==> config.mk <==
export PLATFORM = sky130hd
export DESIGN_NAME = ts_capture
export DESIGN_NICKNAME = d
export VERILOG_FILES = /design/src/rtl/ts_cap_pkg.sv /design/src/rtl/ts_cap_lock.sv /design/src/rtl/ts_cap_store.sv /design/src/rtl/ts_cap_drop.sv /design/src/rtl/ts_capture.sv
export SDC_FILE = /design/constraint.sdc
export NUM_CORES = 1
export LEC_CHECK = 0
export BUFFER_PORTS_ARGS = -buffer_cell sky130_fd_sc_hd__buf_2
export CAP_MARGIN = 20
export CORE_MARGIN = 1
export CORE_UTILIZATION = 53
export DETAILED_ROUTE_END_ITERATION = 10
export PLACE_DENSITY = 0.79
export SYNTH_ARGS = -nofsm -noshare
export SYNTH_HDL_FRONTEND = slang
export SYNTH_SLANG_ARGS = --single-unit
==> constraint.sdc <==
create_clock -name clk -period 1.9 [get_ports clk]
set_input_delay 0.19 -clock clk [delete_from_list [all_inputs] [get_ports clk]]
set_output_delay 0.19 -clock clk [all_outputs]
set_load 0.03 [all_outputs]
==> src/rtl/ts_cap_pkg.sv <==
package ts_cap_pkg;

  typedef enum logic {
    WSEL_LO = 1'b0,
    WSEL_HI = 1'b1
  } wsel_e;

  function automatic int unsigned idx_width(input int unsigned n);
    return (n > 1) ? $clog2(n) : 1;
  endfunction

endpackage

==> src/rtl/ts_cap_lock.sv <==
module ts_cap_lock (
  input  logic clk,
  input  logic rst_n,
  input  logic en_i,
  input  logic evt_i,
  input  logic release_i,
  output logic valid_o,
  output logic cap_o,
  output logic drop_o,
  output logic clr_o
);

  logic valid_q;
  logic valid_d;

  always_comb begin
    cap_o  = en_i & evt_i & ~valid_q & ~release_i;
    drop_o = en_i & evt_i & (valid_q | release_i);
    clr_o  = ~en_i;
    if (!en_i) begin
      valid_d = 1'b0;
    end else if (release_i) begin
      valid_d = 1'b0;
    end else if (cap_o) begin
      valid_d = 1'b1;
    end else begin
      valid_d = valid_q;
    end
  end

  always_ff @(posedge clk or negedge rst_n) begin
    if (!rst_n) begin
      valid_q <= 1'b0;
    end else begin
      valid_q <= valid_d;
    end
  end

  assign valid_o = valid_q;

  AST_CAP_DROP_EXCLUSIVE: assert property (@(posedge clk) disable iff (!rst_n)
    !(cap_o && drop_o));

endmodule

==> src/rtl/ts_cap_store.sv <==
module ts_cap_store #(
  parameter int unsigned TIME_W = 64,
  parameter int unsigned WORD_W = 32,
  localparam int unsigned N_WORDS = TIME_W / WORD_W,
  localparam int unsigned SEL_W = ts_cap_pkg::idx_width(N_WORDS)
) (
  input  logic              clk,
  input  logic              rst_n,
  input  logic              cap_we_i,
  input  logic              clr_i,
  input  logic [TIME_W-1:0] time_i,
  input  logic              rd_en_i,
  input  logic [SEL_W-1:0]  rd_idx_i,
  output logic [WORD_W-1:0] rd_data_o
);

  logic [N_WORDS-1:0][WORD_W-1:0] word_q;
  logic [N_WORDS-1:0][WORD_W-1:0] word_d;
  logic                           word_ce;
  logic [WORD_W-1:0]              rd_d;
  logic [WORD_W-1:0]              rd_q;

  assign word_ce = cap_we_i | clr_i;

  for (genvar w = 0; w < N_WORDS; w++) begin : g_word
    always_comb begin
      if (clr_i) begin
        word_d[w] = '0;
      end else begin
        word_d[w] = time_i[w*WORD_W +: WORD_W];
      end
    end

    always_ff @(posedge clk or negedge rst_n) begin
      if (!rst_n) begin
        word_q[w] <= '0;
      end else if (word_ce) begin
        word_q[w] <= word_d[w];
      end
    end
  end

  always_comb begin
    rd_d = word_q[rd_idx_i];
  end

  always_ff @(posedge clk or negedge rst_n) begin
    if (!rst_n) begin
      rd_q <= '0;
    end else if (rd_en_i) begin
      rd_q <= rd_d;
    end
  end

  assign rd_data_o = rd_q;

  AST_CLEAR_ZEROES_SLOT: assert property (@(posedge clk) disable iff (!rst_n)
    clr_i |=> (word_q == '0));

  AST_IDLE_SLOT_STABLE: assert property (@(posedge clk) disable iff (!rst_n)
    (!cap_we_i && !clr_i) |=> $stable(word_q));

endmodule

==> src/rtl/ts_cap_drop.sv <==
module ts_cap_drop #(
  parameter int unsigned DROP_W = 16
) (
  input  logic              clk,
  input  logic              rst_n,
  input  logic              drop_i,
  output logic [DROP_W-1:0] cnt_o
);

  logic [DROP_W-1:0] cnt_q;
  logic [DROP_W-1:0] cnt_d;
  logic              cnt_ce;
  logic              at_max;

  always_comb begin
    at_max = &cnt_q;
    cnt_ce = drop_i & ~at_max;
    cnt_d  = cnt_q + 1'b1;
  end

  always_ff @(posedge clk or negedge rst_n) begin
    if (!rst_n) begin
      cnt_q <= '0;
    end else if (cnt_ce) begin
      cnt_q <= cnt_d;
    end
  end

  assign cnt_o = cnt_q;

  AST_DROP_NO_WRAP: assert property (@(posedge clk) disable iff (!rst_n)
    (cnt_q == '1) |=> (cnt_q == '1));

  AST_DROP_MONOTONIC: assert property (@(posedge clk) disable iff (!rst_n)
    1'b1 |=> (cnt_q >= $past(cnt_q)));

endmodule

==> src/rtl/ts_capture.sv <==
module ts_capture #(
  parameter int unsigned TIME_W = 64,
  parameter int unsigned WORD_W = 32,
  parameter int unsigned DROP_W = 16,
  localparam int unsigned N_WORDS = TIME_W / WORD_W,
  localparam int unsigned SEL_W = ts_cap_pkg::idx_width(N_WORDS)
) (
  input  logic              clk,
  input  logic              rst_n,
  input  logic              cap_en_i,
  input  logic              evt_i,
  input  logic [TIME_W-1:0] time_i,
  input  logic              rd_en_i,
  input  logic              rd_hi_i,
  output logic [WORD_W-1:0] rd_data_o,
  output logic              valid_o,
  output logic [DROP_W-1:0] drop_cnt_o
);

  import ts_cap_pkg::*;

  wsel_e            rd_sel;
  logic             rel_hi;
  logic             cap;
  logic             drop;
  logic             clr;
  logic [SEL_W-1:0] rd_idx;

  always_comb begin
    rd_sel = wsel_e'(rd_hi_i);
    rel_hi = rd_en_i & (rd_sel == WSEL_HI);
    rd_idx = (rd_sel == WSEL_HI) ? SEL_W'(N_WORDS - 1) : '0;
  end

  ts_cap_lock u_lock (
    .clk       (clk),
    .rst_n     (rst_n),
    .en_i      (cap_en_i),
    .evt_i     (evt_i),
    .release_i (rel_hi),
    .valid_o   (valid_o),
    .cap_o     (cap),
    .drop_o    (drop),
    .clr_o     (clr)
  );

  ts_cap_store #(
    .TIME_W (TIME_W),
    .WORD_W (WORD_W)
  ) u_store (
    .clk       (clk),
    .rst_n     (rst_n),
    .cap_we_i  (cap),
    .clr_i     (clr),
    .time_i    (time_i),
    .rd_en_i   (rd_en_i),
    .rd_idx_i  (rd_idx),
    .rd_data_o (rd_data_o)
  );

  ts_cap_drop #(
    .DROP_W (DROP_W)
  ) u_drop (
    .clk    (clk),
    .rst_n  (rst_n),
    .drop_i (drop),
    .cnt_o  (drop_cnt_o)
  );

  AST_DISABLE_CLEARS_VALID: assert property (@(posedge clk) disable iff (!rst_n)
    !cap_en_i |=> !valid_o);

  AST_EVENT_ARMS_SLOT: assert property (@(posedge clk) disable iff (!rst_n)
    (cap_en_i && evt_i && !valid_o && !(rd_en_i && rd_hi_i)) |=> valid_o);

  AST_LOCK_HOLDS: assert property (@(posedge clk) disable iff (!rst_n)
    (cap_en_i && valid_o && !(rd_en_i && rd_hi_i)) |=> valid_o);

  AST_HIGH_READ_RELEASES: assert property (@(posedge clk) disable iff (!rst_n)
    (rd_en_i && rd_hi_i) |=> !valid_o);

  AST_DROP_ON_RELEASE_EVENT: assert property (@(posedge clk) disable iff (!rst_n)
    (cap_en_i && evt_i && rd_en_i && rd_hi_i && (drop_cnt_o != '1))
      |=> (drop_cnt_o != $past(drop_cnt_o)));

endmodule

==> impl_metrics.toml <==
[status]
status = "complete, but fails checks"
failed_checks = "DRC"

[cts]
clkSinkCount = 113
cts_hold_buf = 66
cts_tree = "yes"
clock_latency_ps = 510
cts-resized-gates = 0
cts-root-buf = "clkbuf_8"
clk_pin_slew_ps = 60
numCtsBuffers = 17
htreeDepth = 4
cts_buffer_depth = 2
cts_setup_buffers = 0

[power_and_ir_drop]
power_density_nw_per_um2 = 1038
irDropWorstVdd_mv = 0.6223
power.leakage_uw = 0.003514

[global_routing]
grt.total_usage = 0.2824
grt_antenna_before_repair = 1
grt.overflow.total = 0
grt_first_pass_wirelength_um = 21200
grt_pass1_vias = 4487
grt_max_degree = 52

[routing]
ant_nets = 0
wirelength_um = 12670
via_count = 4326
routed_via_density = 5.394
dr.pass1.iters = 11
remaining_drc_errors = 14
drt_iter0_drc = 202
wire_per_inst_um = 15.79

[die]
core_area_um2 = 8848
dieWidth_um = 98.35
die_area_um2 = 9672
initial_core_util = 0.5560
std_cell_rows = 34
fp.dieH_um = 98.35
ioPinCount = 119

[flow_run]
maxCapViolations = 0

[timing]
hold_viol = 0
finalClockSkew_ps = 13.48
timing.hold.ws_ps = 82.93
max_slew_margin = 0.6108
drv_slew = 0
clock.fmax_ghz = 0.5587
post-route-period-util = 0.9421
final.setup.tns_ps = 0
finalCriticalPeriod_ps = 1790
rsz0062_at_grt = "false"
worst_pin_slew_ps = 583.8
setup_violations = 0

[final_layout]
final_cells = 802
drive_gt1_frac = 0.2540
mostFrequentLayoutCells = "nand2_1 (131), buf_2 (117), dfrtp_1 (113), dlygate4sd3_1 (66), nand3_1 (37)"
syn2layout_area_growth_pct = 41.17
final_common_cell = "nand2_1"
design_area_um2 = 6945
fin_nets = 751

[yosys]
synth-main-ff-cell = "dfrtp_1"
syn-num-nets = 565
synth_area_per_cell_um2 = 9.959
ys_warn_count = 0
netlist_top_cells_area = "dfrtp_1 (57%), nand2_1 (10%), mux2i_1 (6.5%)"
syn_inst = 494
seq_area_frac_synth = 0.5748
synth_area_um2 = 4920
ys_ff_latch = 113
synth_top_area_frac = 0.5748
synth_cell_types = 39
synth_edf_count = 0
synth_area_leader_cell = "dfrtp_1"
synthArstFlopShare = 1.000

[critical_path]
endpoint_kind = "flop"
timing.rr.start = "u_drop.cnt_o[1]"
reg2reg_slack_ps = 110
startpoint_type = "flop"
cp.required_ps = 2290
rr_worst_depth = 5
crit_arrival_ps = 2180
worstPathMaxFanout = 5
reg2reg_to = "u_drop.cnt_o[1]"
path_class = "reg -> reg"

[place]
dpl_cell_area_um2 = 5640
placed_cells = 703
io_buffers = 118
gp_routability_congestion = 0.7611
dp_hpwl_um = 7358

[min_path]
worstHoldStart = "rd_hi_i"
min_to = "u_lock.valid_o"
hold_depth = 3
worst_hold_path_type = "in -> reg"
-- critical path, cell delays in order (launching register included) --
cell and delay, ps:
dfrtp_1 430, ha_1 250, nand3_2 160, nor4_4 410, nor2_2 110, mux2_4 320
-- metrics by stage --
stage          setup slack, ps  total power, µW  utilization
2_1_floorplan            56.65             3341            -
3_3_place_gp             211.9             3670       0.6374
3_5_place_dp             136.1             3710       0.6374
4_1_cts                  113.8             7241       0.7846
5_1_grt                  17.19             7488       0.7846
6_report                 110.0             7212       0.7849
-- metal layers --
layer  vias to the layer above  wire, µm  GRT usage
met2                       155      6312     0.4832
met1                      2104      5393     0.3538
met3                        23       727    0.06514
met4                         0       233    0.09759
met5                         -         0          0
li1                       2044         -          -
-- synthesized netlist by cell type, drive strengths merged (3+ instances only) --
cell and count:
mux2 4, buf 18, a21boi 31, nand4 8
nor3 5, xor2 5, nor2 35, dfrtp 113
xnor2 5, clkbuf 14, a21oi 35, mux2i 32
nand3 38, nand2 131, nor4 3
-- worst max path at each step --
stage / startpoint / endpoint / cells after the start
after CTS: u_drop.cnt_o[0] / u_drop.cnt_o[1] / 5
after detailed placement: u_drop.cnt_o[0] / u_drop.cnt_o[1] / 5
after global routing: u_drop.cnt_o[0] / u_drop.cnt_o[1] / 5
after global placement: u_drop.cnt_o[0] / u_drop.cnt_o[1] / 5
after floorplan: u_drop.cnt_o[0] / u_drop.cnt_o[1] / 5
final: u_drop.cnt_o[1] / u_drop.cnt_o[1] / 5
-- power by group --
part	leakage, µW	total [µW]	switching (µW)	internal, µW
Sequential	0.00149	2760	164	2600
Combinational	0.00171	1030	634	400
Clock	0.000317	3420	1070	2350
-- logic make-up after synthesis --
kind of cell    after synthesis  synth area share
fa+ha+maj                     1          0.002543
xor+xnor                     10           0.01780
mux                          36           0.07502
compound gates               71           0.09029
simple gates                230            0.2116
buf+inv                      33           0.02798
flops                       113            0.5748
-- sequential cells by signal, summed over array words and instances, names as in the netlist --
signal	count
u_drop.cnt_o	16
u_store.rd_data_o	32
u_lock.valid_o	1
u_store.word_q	64
-- area by class of cell --
class	instances	area [µm²]
Antenna cell	1	2.502
Clock buffer	21	459.2
Clock inverter	11	182.7
Fill cell	597	1903
Inverter	1	3.754
Multi-Input combinational cell	348	1956
Sequential cell	113	2828
Tap cell	108	135.1
Timing Repair Buffer	199	1379
No activity file was read; power rests on OpenSTA's default activity.
